File: config.mk
export PLATFORM = sky130hd
export DESIGN_NAME = irq_summary_top
export DESIGN_NICKNAME = d
export VERILOG_FILES = /design/src/rtl/irq_summary_pkg.sv /design/src/rtl/irq_rst_sync.sv /design/src/rtl/irq_in_sync.sv /design/src/rtl/irq_addr_decode.sv /design/src/rtl/irq_mask_reg.sv /design/src/rtl/irq_prio_enc.sv /design/src/rtl/irq_summary_top.sv
export SDC_FILE = /design/constraint.sdc
export NUM_CORES = 1
export LEC_CHECK = 0
export ABC_CLOCK_PERIOD_IN_PS = 3900
export CAP_MARGIN = 15
export CORE_AREA = 2 2 76 78
export CTS_BUF_LIST = sky130_fd_sc_hd__clkbuf_4 sky130_fd_sc_hd__clkbuf_8 sky130_fd_sc_hd__clkbuf_16
export DETAILED_ROUTE_END_ITERATION = 8
export DIE_AREA = 0 0 78 80
export PLACE_DENSITY = 0.78
export SLEW_MARGIN = 5
export SYNTH_ARGS = -nofsm -noshare
export SYNTH_HDL_FRONTEND = slang
export SYNTH_HIERARCHICAL = 1
export SYNTH_SLANG_ARGS = --single-unit
export TNS_END_PERCENT = 30
File: constraint.sdc
create_clock -name clk -period 3.9 [get_ports clk]
set_input_delay 0.78 -clock clk [delete_from_list [all_inputs] [get_ports clk]]
set_output_delay 0.78 -clock clk [all_outputs]
set_load 0.01 [all_outputs]
File: src/rtl/irq_summary_pkg.sv
package irq_summary_pkg;
  localparam int unsigned SRC_CNT    = 19;
  localparam int unsigned LANE_BITS  = 8;
  localparam int unsigned ADDR_BITS  = 12;
  localparam logic [ADDR_BITS-1:0] BASE_DEFAULT = 12'h804;

  function automatic int unsigned lanes_for(input int unsigned n);
    return (n + LANE_BITS - 1) / LANE_BITS;
  endfunction
endpackage

File: src/rtl/irq_rst_sync.sv
module irq_rst_sync (
  input  logic clk,
  input  logic rst_n,
  output logic rst_n_sync
);
  logic [1:0] chain_q;

  always_ff @(posedge clk or negedge rst_n) begin
    if (!rst_n) chain_q <= 2'b00;
    else        chain_q <= {chain_q[0], 1'b1};
  end

  assign rst_n_sync = chain_q[1];
endmodule

File: src/rtl/irq_in_sync.sv
module irq_in_sync #(
  parameter int unsigned WIDTH = 19
) (
  input  logic             clk,
  input  logic             rst_n,
  input  logic [WIDTH-1:0] async_i,
  output logic [WIDTH-1:0] sync_o
);
  logic [WIDTH-1:0] meta_q;
  logic [WIDTH-1:0] stab_q;

  for (genvar g = 0; g < WIDTH; g++) begin : g_bit
    always_ff @(posedge clk or negedge rst_n) begin
      if (!rst_n) begin
        meta_q[g] <= 1'b0;
        stab_q[g] <= 1'b0;
      end else begin
        meta_q[g] <= async_i[g];
        stab_q[g] <= meta_q[g];
      end
    end

    // a rising output bit was high on the input two edges earlier
    a_r7_two_stage: assert property (@(posedge clk) disable iff (!rst_n)
      $rose(stab_q[g]) |-> $past(async_i[g], 2));
  end

  assign sync_o = stab_q;
endmodule

File: src/rtl/irq_addr_decode.sv
module irq_addr_decode #(
  parameter int unsigned ADDR_W = 12,
  parameter logic [ADDR_W-1:0] BASE = 12'h804,
  parameter int unsigned LANES  = 3,
  localparam int unsigned LANE_W = (LANES > 1) ? $clog2(LANES) : 1
) (
  input  logic [ADDR_W-1:0] addr_i,
  output logic              hit_o,
  output logic [LANE_W-1:0] lane_o
);
  localparam logic [ADDR_W-1:0] LANES_A = ADDR_W'(LANES);
  logic [ADDR_W-1:0] offset;

  always_comb begin
    offset = addr_i - BASE;
    hit_o  = (addr_i >= BASE) && (offset < LANES_A);
    lane_o = offset[LANE_W-1:0];
  end
endmodule

File: src/rtl/irq_mask_reg.sv
module irq_mask_reg #(
  parameter int unsigned NSRC   = 19,
  parameter int unsigned LANE_B = 8,
  parameter int unsigned LANES  = 3,
  localparam int unsigned LANE_W = (LANES > 1) ? $clog2(LANES) : 1
) (
  input  logic              clk,
  input  logic              rst_n,
  input  logic              wr_i,
  input  logic [LANE_W-1:0] lane_i,
  input  logic [LANE_B-1:0] wdata_i,
  output logic [NSRC-1:0]   mask_o
);
  logic [NSRC-1:0]  mask_q;
  logic [NSRC-1:0]  mask_d;
  logic [LANES-1:0] lane_we;

  for (genvar l = 0; l < LANES; l++) begin : g_lane
    assign lane_we[l] = wr_i && (lane_i == LANE_W'(l));
  end

  for (genvar s = 0; s < NSRC; s++) begin : g_src
    localparam int unsigned LN = s / LANE_B;
    localparam int unsigned BT = s % LANE_B;
    always_comb begin
      mask_d[s] = mask_q[s];
      if (lane_we[LN]) mask_d[s] = wdata_i[BT];
    end
  end

  always_ff @(posedge clk or negedge rst_n) begin
    if (!rst_n) mask_q <= '1;
    else        mask_q <= mask_d;
  end

  assign mask_o = mask_q;

  // without a write the mask holds its value
  a_r2_hold: assert property (@(posedge clk) disable iff (!rst_n)
    !wr_i |=> $stable(mask_q));
  // a write to lane 0 loads that lane's bits from the data bus
  a_r2_lane0_load: assert property (@(posedge clk) disable iff (!rst_n)
    (wr_i && lane_i == '0) |=> mask_q[LANE_B-1:0] == $past(wdata_i));
endmodule

File: src/rtl/irq_prio_enc.sv
module irq_prio_enc #(
  parameter int unsigned NSRC  = 19,
  localparam int unsigned IDX_W = $clog2(NSRC)
) (
  input  logic             clk,
  input  logic             rst_n,
  input  logic [NSRC-1:0]  req_i,
  output logic [IDX_W-1:0] idx_o,
  output logic             valid_o
);
  always_comb begin
    idx_o   = '0;
    valid_o = 1'b0;
    for (int i = NSRC - 1; i >= 0; i--) begin
      if (req_i[i]) begin
        idx_o   = IDX_W'(i);
        valid_o = 1'b1;
      end
    end
  end

  // reported source is requesting
  a_r6_idx_live: assert property (@(posedge clk) disable iff (!rst_n)
    valid_o |-> req_i[idx_o]);
  // nothing below the reported source is requesting
  a_r6_lowest: assert property (@(posedge clk) disable iff (!rst_n)
    valid_o |-> ((req_i & ((NSRC'(1) << idx_o) - NSRC'(1))) == '0));
  // no valid flag means no request and index zero
  a_r6_none: assert property (@(posedge clk) disable iff (!rst_n)
    !valid_o |-> (req_i == '0 && idx_o == '0));
endmodule

File: src/rtl/irq_summary_top.sv
module irq_summary_top
  import irq_summary_pkg::*;
#(
  parameter int unsigned NSRC   = SRC_CNT,
  parameter int unsigned ADDR_W = ADDR_BITS,
  parameter logic [ADDR_W-1:0] BASE = BASE_DEFAULT,
  localparam int unsigned LANES  = lanes_for(NSRC),
  localparam int unsigned LANE_W = (LANES > 1) ? $clog2(LANES) : 1,
  localparam int unsigned IDX_W  = $clog2(NSRC),
  localparam int unsigned PAD_W  = LANES * LANE_BITS
) (
  input  logic                 clk,
  input  logic                 rst_n,
  input  logic [ADDR_W-1:0]    bus_addr_i,
  input  logic                 bus_wr_i,
  input  logic [LANE_BITS-1:0] bus_wdata_i,
  input  logic                 bus_rd_i,
  output logic [LANE_BITS-1:0] bus_rdata_o,
  input  logic [NSRC-1:0]      irq_req_i,
  output logic                 irq_o,
  output logic [IDX_W-1:0]     pend_idx_o,
  output logic                 pend_valid_o
);
  logic              rst_n_s;
  logic              hit;
  logic [LANE_W-1:0] lane;
  logic [NSRC-1:0]   req_sync;
  logic [NSRC-1:0]   mask;
  logic [NSRC-1:0]   live;
  logic [PAD_W-1:0]  raw_pad;
  logic [LANE_BITS-1:0] rdata_q;
  logic [LANE_BITS-1:0] rdata_d;
  logic              rd_cap_en;

  irq_rst_sync u_rst (.clk(clk), .rst_n(rst_n), .rst_n_sync(rst_n_s));

  irq_in_sync #(.WIDTH(NSRC)) u_sync (
    .clk(clk), .rst_n(rst_n_s), .async_i(irq_req_i), .sync_o(req_sync));

  irq_addr_decode #(.ADDR_W(ADDR_W), .BASE(BASE), .LANES(LANES)) u_dec (
    .addr_i(bus_addr_i), .hit_o(hit), .lane_o(lane));

  irq_mask_reg #(.NSRC(NSRC), .LANE_B(LANE_BITS), .LANES(LANES)) u_mask (
    .clk(clk), .rst_n(rst_n_s), .wr_i(bus_wr_i && hit), .lane_i(lane),
    .wdata_i(bus_wdata_i), .mask_o(mask));

  assign live = req_sync & ~mask;

  irq_prio_enc #(.NSRC(NSRC)) u_prio (
    .clk(clk), .rst_n(rst_n_s), .req_i(live),
    .idx_o(pend_idx_o), .valid_o(pend_valid_o));

  assign irq_o = |live;

  // read path: raw levels, zero padded, captured on a read strobe
  always_comb begin
    raw_pad   = PAD_W'(req_sync);
    rd_cap_en = bus_rd_i;
    rdata_d   = '0;
    if (hit) rdata_d = raw_pad[lane*LANE_BITS +: LANE_BITS];
  end

  always_ff @(posedge clk or negedge rst_n_s) begin
    if (!rst_n_s)       rdata_q <= '0;
    else if (rd_cap_en) rdata_q <= rdata_d;
  end

  assign bus_rdata_o = rdata_q;

  // a read outside the window returns zero
  a_r8_unmapped_read: assert property (@(posedge clk) disable iff (!rst_n_s)
    (bus_rd_i && !hit) |=> bus_rdata_o == '0);
  // mask comes out of reset fully set, so no request is forwarded
  a_r1_quiet_after_reset: assert property (@(posedge clk) disable iff (!rst_n)
    $rose(rst_n_s) |-> !irq_o);
  // output follows the pending flag with no extra state
  a_r5_out_vs_pend: assert property (@(posedge clk) disable iff (!rst_n_s)
    irq_o == pend_valid_o);
  // reserved top bits of the last lane read back as zero
  a_r3_reserved_zero: assert property (@(posedge clk) disable iff (!rst_n_s)
    (bus_rd_i && hit && lane == LANE_W'(LANES-1)) |=>
      (bus_rdata_o >> (NSRC - (LANES-1)*LANE_BITS)) == '0);
endmodule

==> summary.md, run 1 <==
| Metric | Value |
|---|---|
| M3 GR Usage | `5.66%` |
| Fmax | `0.298 GHz` |
| I/O pin count | `58` |
| Vias in the first global route | `1737` |
| Pre-Repair DR Iteration Count | `4` |
| Die X | `78 um` |
| Main flop type after synthesis | `dfrtp_1` |
| Overflow left after global routing | `0` |
| CP max FO | `4` |
| Synth cell count leaders | `dfrtp_1 (48), dfstp_2 (19), mux2_2 (19)` |
| Initial core utilization | `49.2%` |
| Post-route cell area | `0.00350 mm2` |
| Initial drt markers | `81` |
| Sw Share | `22.5%` |
| Met1 Use GR | `25.1%` |
| Share of synthesized registers carrying an async set or reset | `100%` |
| Worst slew pin tran | `0.616 ns` |
| WS Path Type | `reg2out` |
| Setup bufs post-CTS | `0` |
| Share of layout cells above drive strength 1 | `27.5%` |
| Internal power | `0.00105 W` |
| Via density | `5.09` |
| Drt wl/cell | `15.8 um` |
| Sequential fraction of the synthesis area | `64.0%` |
| Synth Register Bits | `67` |
| Layout area overhead | `31.5%` |
| # hold bufs at CTS | `0` |
| Synth Area per Inst | `13.9 um2` |
| Max-slew violations | `0` |
| First-pass GRT wire length | `8.57 mm` |
| Final #Nets | `300` |
| CP Buf/Inv Count | `1` |
| CTS clk-pin slew, worst paths | `0.07 ns` |
| GRT met2 Usage | `28.7%` |
| Max_cap viols | `0` |
| Cells after synthesis | `191` |
| Clk_lat worst skew | `0.34 ns` |
| Syn Nets | `234` |
| DIE AREA | `0.00624 mm2` |
| Area leader, netlist | `dfrtp_1` |
| Number of synthesized flops with an enable pin | `0` |
| H-Tree Depth | `3` |
| DRT Wirelength | `5.27 mm` |
| Total power | `0.00135 W` |
| Ant diodes | `0` |
| Largest net degree at the start of global routing | `37` |
| Status | `finished clean` |
| HP Class | `reg2async` |
| Via count | `1700` |
| Number of port buffers | `57` |
| Yosys warnings | `6` |
| Sw Pwr | `0.000304 W` |
| Setup TNS | `0 ns` |
| RSZ-0062 raised after global routing | `false` |
| Top delay family on crit path | `simple AND/OR/NAND/NOR gates` |
| CTS tree | `yes` |
| CTS max path bufs | `2` |
| CP required | `3.12 ns` |
| DRC Markers | `0` |
| Peak supply drop | `0.260 mV` |
| Cts repair resizes | `0` |
| Highest cell delay on the worst timing path | `0.55 ns` |
| Final worst-path cycle share | `86.2%` |
| Part of the power in combinational logic | `7.7%` |
| Initial antenna violation count | `0` |
| Netlist cell types | `38` |
| Syn Std Cell Area | `0.00266 mm2` |
| Total CTS buffers | `9` |
| Post-detail-place hpwl | `3.77 mm` |
| Worst Setup Start Kind | `flop` |
| Area of placed instances | `0.00331 mm2` |
| Rows | `27` |
| Die Span Y | `80 um` |
| Clock Sinks | `67` |
| Clock Skew | `0.0108 ns` |
| Worst Setup End Kind | `output port` |
| Routed Antenna Nets | `0` |
| Leakage power | `1.50 nW` |
| Final Wtd Congestion | `0.792` |
| Critical Path, Cell by Cell | `nor2b_4 -> or4_4 -> or3_1 -> nor2_1 -> clkdlybuf4s50_1` |
| Final min period | `3.36 ns` |
| Largest cells by area after synthesis | `dfrtp_1 (45%), dfstp_2 (19%), mux2_2 (8.1%), nor2b_1 (3.8%), nor2b_4 (3.6%)` |
| Slowest CP cell | `dfstp_2` |
| Tot GR Track Use | `18.9%` |
| Part of the power in the clock network | `38.2%` |
| Sequential share of power | `54.0%` |
| Slew HR | `58.9%` |
| Final hold violations | `0` |
| Core area | `0.00541 mm2` |
| Layer with the highest usage | `met2` |
| Synth top area share | `45.2%` |
| Top-count cell post-synth | `dfrtp_1` |
| Final Setup Violations | `0` |
| PD cells | `388 mW/mm2` |
| CTS root buffer | `clkbuf_8` |
| Worst EP arrival | `2.58 ns` |
==> cell families after synthesis <==
group	count (synthesis)	share of synthesized area [%]
AND/OR/NAND/NOR	60	17.1
other	1	0.141
multiplexers	27	11.1
buffers and inverters	13	2.17
AO/OA/AOI/OAI	23	5.56
flip-flops	67	64.0
==> worst paths after layout <==
path / from / cells past startpoint / endpoint / slack (ns)
setup reg to reg: u_rst/chain_q[1] / 1 / u_mask/mask_o[18] / 2.69
max in group asynchronous: u_rst/chain_q[1] / 1 / u_mask/mask_o[18] / 2.69
min in group clk: u_sync/meta_q[11] / 0 / u_sync/sync_o[11] / 0.35
setup / recovery: u_mask/mask_o[8] / 5 / pend_idx_o[4] / 0.54
hold / removal: u_rst/chain_q[1] / 0 / u_sync/sync_o[5] / 0.29
hold reg to reg: u_rst/chain_q[1] / 0 / u_sync/sync_o[5] / 0.29
==> cell type report <==
class,count,area (um2)
Fill cell,424,1910
Sequential cell,67,1700
Multi-Input combinational cell,111,900
Timing Repair Buffer,59,586
Clock buffer,12,159
Tap cell,72,90.1
Inverter,9,33.8
Clock inverter,4,26.3
==> sequential cells by signal, indices dropped and copies added (netlist names) <==
register,count
bus_rdata_o,8
u_sync/meta_q,19
u_sync/sync_o,19
u_mask/mask_o,19
u_rst/chain_q,2
==> metrics by stage <==
step,setup slack [ns],utilization [%],cells,hold WS (ns)
after floorplan,1.44,-,191,0.331
after global placement,0.950,61.3,318,0.297
after detailed placement,0.882,61.3,318,0.309
after CTS,0.537,64.7,334,0.313
after global routing,0.365,64.7,334,0.358
final,0.539,64.7,334,0.290
==> cells in the final DEF, fill, tap and decap left out, drive strengths merged, types with 2 or more instances in the layout <==
| cell type | n |
|---|---|
| and3 | 2 |
| a21oi | 6 |
| a211oi | 2 |
| dfstp | 19 |
| nor2b | 23 |
| inv | 9 |
| buf | 2 |
| o21ai | 5 |
| nor3 | 3 |
| clkdlybuf4s50 | 57 |
| clkinv | 3 |
| dfrtp | 48 |
| nor2 | 9 |
| mux2 | 19 |
| mux2i | 8 |
| nand3b | 3 |
| clkbuf | 12 |
| o22ai | 6 |
| or4 | 3 |
| nor4 | 8 |
==> power groups by stage <==
stage / sequential (W) / clock [W] / combinational [W]
finish: 0.000732 / 0.000518 / 0.000105
detailed placement: 0.000745 / 0 / 0.000105
global placement: 0.000744 / 0 / 0.000105
CTS: 0.000733 / 0.000533 / 0.000106
floorplan: 0.000745 / 0 / 0.0000421
global route: 0.000735 / 0.000569 / 0.000114
==> layer usage <==
| metal | share of wire (%) | vias to the layer above |
|---|---|---|
| met3 | 7.4 | 9 |
| met5 | 0 | - |
| li1 | - | 809 |
| met2 | 46 | 60 |
| met4 | 1.7 | 0 |
| met1 | 45 | 822 |
Power figures use the tool's default switching activity.
==> run 2, diff against run 1 <==
--- a/config.mk
+++ b/config.mk
@@ -11,10 +11,9 @@
 export CTS_BUF_LIST = sky130_fd_sc_hd__clkbuf_4 sky130_fd_sc_hd__clkbuf_8 sky130_fd_sc_hd__clkbuf_16
 export DETAILED_ROUTE_END_ITERATION = 8
 export DIE_AREA = 0 0 78 80
-export PLACE_DENSITY = 0.78
+export PLACE_DENSITY = 0.77
 export SLEW_MARGIN = 5
 export SYNTH_ARGS = -nofsm -noshare
 export SYNTH_HDL_FRONTEND = slang
-export SYNTH_HIERARCHICAL = 1
 export SYNTH_SLANG_ARGS = --single-unit
 export TNS_END_PERCENT = 30
==> summary.md, run 2 <==
| Metric | Value |
|---|---|
| Drt wl/cell | `14.3 um (-9.2%)` |
| Layout area overhead | `34.8%` |
| CTS tree | `yes` |
| First-pass GRT wire length | `7.79 mm (-9.1%)` |
| Die X | `78 um (unchanged)` |
| Yosys warnings | `0 (-6)` |
| Sequential fraction of the synthesis area | `65.5% (+1.5 points)` |
| Final Setup Violations | `0 (unchanged)` |
| CP max FO | `4 (unchanged)` |
| Final #Nets | `302 (+0.67%)` |
| Number of port buffers | `57 (unchanged)` |
| Worst slew pin tran | `0.763 ns (+0.146 ns)` |
| I/O pin count | `58 (unchanged)` |
| Final worst-path cycle share | `81.7% (-4.4 points)` |
| Worst Setup Start Kind | `flop` |
| Area occupied by multi-input gates | `836 um2 (-7.1%)` |
| Initial drt markers | `117 (+44%)` |
| DRT Wirelength | `4.81 mm (-8.7%)` |
| Vias in the first global route | `1685 (-3.0%)` |
| Ant diodes | `0 (unchanged)` |
| Largest net degree at the start of global routing | `66 (+78%)` |
| Cts repair resizes | `0 (unchanged)` |
| Die Span Y | `80 um (unchanged)` |
| Final hold violations | `0 (unchanged)` |
| Worst Setup End Kind | `output port` |
| Final Wtd Congestion | `0.909 (+15%)` |
| CP required | `3.12 ns (about the same)` |
| Clock Sinks | `67 (unchanged)` |
| H-Tree Depth | `3 (unchanged)` |
| Initial antenna violation count | `0 (unchanged)` |
| # hold bufs at CTS | `0 (unchanged)` |
| Synth top area share | `46.3% (+1.1 points)` |
| Setup bufs post-CTS | `0 (unchanged)` |
| Most frequent cells in the layout | `clkdlybuf4s50_1 (57), dfrtp_1 (47), dfstp_2 (19)` |
| HP Class | `reg2reg` |
| Rows | `27 (unchanged)` |
| Core Util, Final | `64.8% (+0.093 points)` |
| Top delay family on crit path | `simple AND/OR/NAND/NOR gates` |
| Max_cap viols | `0 (unchanged)` |
| Number of synthesized flops with an enable pin | `0 (unchanged)` |
| Slew HR | `49.2% (-9.7 points)` |
| Tot GR Track Use | `17.3% (-1.6 points)` |
| DIE AREA | `0.00624 mm2 (unchanged)` |
| Via count | `1654 (-2.7%)` |
| Storage cell area | `0.00170 mm2 (unchanged)` |
| PD cells | `431 mW/mm2 (+11%)` |
| Synth cell count leaders | `dfrtp_1 (48), dfstp_2 (19), nor2b_1 (14)` |
| Overflow left after global routing | `0 (unchanged)` |
| RSZ-0062 raised after global routing | `false` |
| Leakage power | `1.48 nW (-1.5%)` |
| Routed Antenna Nets | `0 (unchanged)` |
| Core area | `0.00541 mm2 (unchanged)` |
| Cells after synthesis | `193 (+1.0%)` |
| Largest cells by area after synthesis | `dfrtp_1 (46%), dfstp_2 (19%), mux2_2 (5.6%), nor2b_1 (3.4%), mux2i_1 (3.1%)` |
| Synth Area per Inst | `13.5 um2 (-3.3%)` |
| Max-slew violations | `0 (unchanged)` |
| Slowest CP cell | `or4_1` |
| Syn Std Cell Area | `0.00260 mm2 (-2.3%)` |
| Status | `finished clean` |
| Post-detail-place hpwl | `3.65 mm (-3.1%)` |
| Total CTS buffers | `9 (unchanged)` |
| Final min period | `3.19 ns (-0.173 ns)` |
| Main flop type after synthesis | `dfrtp_1` |
| Top-count cell post-synth | `dfrtp_1` |
| Clk_lat worst skew | `0.34 ns (about the same)` |
| Area leader, netlist | `dfrtp_1` |
| Worst EP arrival | `2.41 ns (-0.17 ns)` |
| CTS clk-pin slew, worst paths | `0.07 ns (about the same)` |
| WS Path Type | `reg2out` |
| Via density | `4.92 (-3.3%)` |
| Peak supply drop | `0.307 mV (+18%)` |
| CP Buf/Inv Count | `1 (unchanged)` |
| Pre-Repair DR Iteration Count | `4 (unchanged)` |
| Clock Skew | `0.00906 ns (-0.00177 ns)` |
| Share of layout cells above drive strength 1 | `23.1% (-4.4 points)` |
| Commonest non-fill, non-tap cell in the layout | `clkdlybuf4s50_1` |
| Share of synthesized registers carrying an async set or reset | `100% (unchanged)` |
| Fmax | `0.314 GHz (+5.4%)` |
| Highest cell delay on the worst timing path | `0.59 ns (+0.04 ns)` |
| DRC Markers | `0 (unchanged)` |
| CTS root buffer | `clkbuf_8` |
| Syn Nets | `236 (+0.85%)` |
| Setup TNS | `0 ns (unchanged)` |
| Critical Path, Cell by Cell | `nor2b_1 -> or4_1 -> nor4_1 -> clkdlybuf4s50_1` |
| Synth Register Bits | `67 (unchanged)` |
| Initial core utilization | `48.0% (-1.1 points)` |
| CTS max path bufs | `2 (unchanged)` |
| Netlist cell types | `33 (-13%)` |
| Filler instances | `413 (-2.6%)` |
-- run 2: changes by cell type after synthesis, moves of 3 or more --
cell      previous run  this run
nor2b_4              7         0
mux2_2              19        13
a31oi_1              0         3
inv_1                9        13
nor4_1               6         1
nand2b_1             0         7
nand2_1              1         8
mux2_4               0         5
-- run 2: cell type report --
class,instances,share of cell area (%)
flip-flops and latches,67,48.6
multi-input cells,110,23.9
repair buffers,58,16.5
inverters,13,1.39
well taps,72,2.57
clock buffers,13,5.11
clock inverters,3,1.93
-- run 2: path summary, 6_finish.rpt --
check	endpoint	cells after the start	from	slack, ns
max in group asynchronous	u_sync.meta_q[14]	1	u_rst.chain_q[1]	2.98
min in group asynchronous	u_sync.meta_q[16]	1	u_rst.chain_q[1]	0.41
hold reg to reg	u_sync.sync_o[5]	0	u_sync.meta_q[5]	0.34
setup reg to reg	bus_rdata_o[1]	4	u_sync.sync_o[17]	2.92
setup / recovery	pend_idx_o[4]	4	u_mask.mask_o[12]	0.71
hold / removal	u_sync.sync_o[5]	0	u_sync.meta_q[5]	0.34
-- run 2: logic make-up (layout without fill, tap and decap cells) --
kind of cell           after synthesis  in the layout  share of synthesized area, %
flip-flops                          67             67                          65.5
AND/OR/NAND/NOR                     54             54                          13.2
AO/OA/AOI/OAI                       28             28                          6.80
multiplexers                        27             27                          12.0
buffers and inverters               16             87                          2.31
other                                1              1                         0.144
-- run 2: per-stage QoR --
stage	setup WS (ns)	std cells	hold WS (ns)	cell area, um2	total power [W]
2_1_floorplan	1.53	193	0.331	2600	0.000782
3_3_place_gp	1.10	320	0.332	3250	0.000845
3_5_place_dp	1.08	320	0.335	3250	0.000847
4_1_cts	0.700	336	0.346	3500	0.00153
5_1_grt	0.555	336	0.352	3500	0.00157
6_report	0.712	336	0.343	3500	0.00151
-- run 2: per-layer routing --
metal  vias up  track usage (%)  share of wire [%]
met5         -                0                  0
met2        59             25.7                 47
met4         0             8.95                1.6
met1       788             21.4                 45
met3         6             7.81                6.3
li1        801                -                  -
-- run 2: worst reg2reg max path, delay by kind of cell, from the launching register on --
| kind | cells | cell delay [ns] |
|---|---|---|
| muxes | 1 | 0.15 |
| DFF | 1 | 0.42 |
| and+or+nand+nor | 1 | 0.05 |
| AOI/OAI and AO/OA | 2 | 0.24 |
-- run 2: where the power goes --
group / internal [W] / switching (W) / total, W / leakage (nW)
clock network: 0.000430 / 0.000245 / 0.000675 / 0.122
logic: 0.0000574 / 0.0000474 / 0.000105 / 0.582
registers: 0.000718 / 0.0000103 / 0.000729 / 0.773
total: 0.00121 / 0.000303 / 0.00151 / 1.48
==> run 3, diff against run 2 <==
--- a/config.mk
+++ b/config.mk
@@ -5,7 +5,7 @@
 export SDC_FILE = /design/constraint.sdc
 export NUM_CORES = 1
 export LEC_CHECK = 0
-export ABC_CLOCK_PERIOD_IN_PS = 3900
+export ABC_CLOCK_PERIOD_IN_PS = 3100
 export CAP_MARGIN = 15
 export CORE_AREA = 2 2 76 78
 export CTS_BUF_LIST = sky130_fd_sc_hd__clkbuf_4 sky130_fd_sc_hd__clkbuf_8 sky130_fd_sc_hd__clkbuf_16
==> constraint.sdc (replaced) <==
create_clock -name clk -period 3.1 [get_ports clk]
set_input_delay 0.62 -clock clk [delete_from_list [all_inputs] [get_ports clk]]
set_output_delay 0.62 -clock clk [all_outputs]
set_load 0.01 [all_outputs]
==> summary.md, run 3 (synthesis results as in run 2) <==
| Metric | Value |
|---|---|
| CTS root buffer | `clkbuf_8` |
| WS Path Type | `reg2out` |
| Routed length on met1 | `2.19 mm (+0.27%)` |
| Wire length on met3 | `367 um (+21%)` |
| Rows | `27 (unchanged)` |
| Hold Path Depth | `0 (unchanged)` |
| Tot GR Track Use | `17.7% (+0.42 points)` |
| RSZ-0062 raised after global routing | `false` |
| Cts repair resizes | `0 (unchanged)` |
| Initial antenna violation count | `0 (unchanged)` |
| I/O pin count | `58 (unchanged)` |
| Peak supply drop | `0.493 mV (+61%)` |
| Layout area overhead | `35.0%` |
| Hold_sp | `u_sync.meta_q[11]` |
| Reg2reg start | `u_sync.sync_o[17]` |
| Worst slew pin tran | `0.774 ns (+0.0114 ns)` |
| CP required | `2.48 ns (-0.64 ns)` |
| Met2 WL post-DR | `2.21 mm (-1.5%)` |
| Clock Sinks | `67 (unchanged)` |
| Hold Crit Endpoint | `u_sync.sync_o[11]` |
| Final min period | `3.05 ns` |
| Via count | `1678 (+1.5%)` |
| CTS tree | `yes` |
| Vias in the first global route | `1683 (-0.12%)` |
| Pre-Repair DR Iteration Count | `4 (unchanged)` |
| Ant diodes | `0 (unchanged)` |
| Clk_lat worst skew | `0.33 ns (about the same)` |
| R2r setup slk | `2.14 ns (-0.78 ns)` |
| Worst EP arrival | `2.43 ns (+0.02 ns)` |
| Fmax | `0.328 GHz` |
| Routed Antenna Nets | `0 (unchanged)` |
| Largest net degree at the start of global routing | `66 (unchanged)` |
| Final Wtd Congestion | `0.950 (+4.5%)` |
| Dpl cells | `322 (+0.63%)` |
| CTS max path bufs | `2 (unchanged)` |
| DRT Wirelength | `4.89 mm (+1.6%)` |
| Leakage power | `1.48 nW (+0.26%)` |
| Max-slew violations | `0 (unchanged)` |
| Final #Nets | `304 (+0.66%)` |
| CP max FO | `4 (unchanged)` |
| Finished Layout Cells | `338 (+0.60%)` |
| Setup TNS | `0 ns (unchanged)` |
| Core area | `0.00541 mm2 (unchanged)` |
| CTS clk-pin slew, worst paths | `0.07 ns (about the same)` |
| Initial core utilization | `48.0% (unchanged)` |
| Clock Skew | `0.00893 ns (-0.000138 ns)` |
| H-Tree Depth | `3 (unchanged)` |
| Via density | `4.96 (+0.85%)` |
| Initial drt markers | `88 (-25%)` |
| Max_cap viols | `0 (unchanged)` |
| Final worst-path cycle share | `98.5%` |
| Area of placed instances | `0.00327 mm2 (+0.46%)` |
| Reg-to-Reg End | `bus_rdata_o[1]` |
| HP Class | `reg2reg` |
| Hold Slack | `0.343 ns (+0.000166 ns)` |
| Commonest non-fill, non-tap cell in the layout | `clkdlybuf4s50_1` |
| Post-detail-place hpwl | `3.57 mm (-2.0%)` |
| Drt wl/cell | `14.5 um (+0.96%)` |
| Number of port buffers | `57 (unchanged)` |
| Worst Reg2Reg Path Length in Cells | `4 (unchanged)` |
| DIE AREA | `0.00624 mm2 (unchanged)` |
| Status | `finished clean` |
| Final Setup Violations | `0 (unchanged)` |
| Die X | `78 um (unchanged)` |
| Share of layout cells above drive strength 1 | `24.1% (+0.95 points)` |
| Total power | `0.00186 W (+24%)` |
| Worst Setup End Kind | `output port` |
| Max Used Layer | `met4` |
| First-pass GRT wire length | `8.10 mm (+4.0%)` |
| Final hold violations | `0 (unchanged)` |
| Post-route cell area | `0.00351 mm2 (+0.14%)` |
| Die Span Y | `80 um (unchanged)` |
| PD cells | `532 mW/mm2 (+23%)` |
| Overflow left after global routing | `0 (unchanged)` |
| Setup bufs post-CTS | `0 (unchanged)` |
| Slew HR | `48.4% (-0.76 points)` |
| DRC Markers | `0 (unchanged)` |
| # hold bufs at CTS | `0 (unchanged)` |
| Worst Setup Start Kind | `flop` |
| Most frequent cells in the layout | `clkdlybuf4s50_1 (57), dfrtp_1 (47), dfstp_2 (19)` |
| Total CTS buffers | `9 (unchanged)` |
==> run 3: metal layers <==
metal / up-vias / track usage [%]
met1: 807 / 23.4
met2: 62 / 25.4
li1: 801 / -
met5: - / 0
met4: 0 / 10.5
met3: 8 / 6.00
==> run 3: critical path: stages (launching register included) <==
cell and delay, ns:
dfstp_2 0.53, nor2b_1 0.07, or4_1 0.61, nor4_1 0.31, clkdlybuf4s50_1 0.59
==> run 3: per-stage QoR <==
step	worst slack [ns]	util (%)
2_1_floorplan	0.888	-
3_3_place_gp	0.451	60.5
3_5_place_dp	0.439	60.5
4_1_cts	0.0635	64.8
5_1_grt	0.0111	64.9
6_report	0.0475	64.9
==> run 3: worst max path at each step <==
stage	from	end	slack, ns
final	u_mask.mask_o[12]	pend_idx_o[4]	0.05
after global routing	u_mask.mask_o[14]	pend_idx_o[4]	0.01
after CTS	u_mask.mask_o[14]	pend_idx_o[4]	0.06
after detailed placement	u_mask.mask_o[14]	pend_idx_o[4]	0.44
after global placement	u_mask.mask_o[14]	pend_idx_o[4]	0.45
after floorplan	u_mask.mask_o[14]	pend_idx_o[4]	0.89
==> run 3: final cells by class <==
cell class                 instances  area (um2)
timing repair buffer              60         593
inverter                          13        48.8
sequential                        67        1700
clock inverter                     4        72.6
multi-input combinational        110         841
clock buffer                      12         159
tap                               72        90.1
fill                             439        1900
==> run 3: power breakdown <==
group	switching, W	leakage (nW)	total [W]	internal [W]
logic	0.0000617	0.592	0.000135	0.0000738
registers	0.0000124	0.773	0.000916	0.000904
clock network	0.000309	0.116	0.000813	0.000504
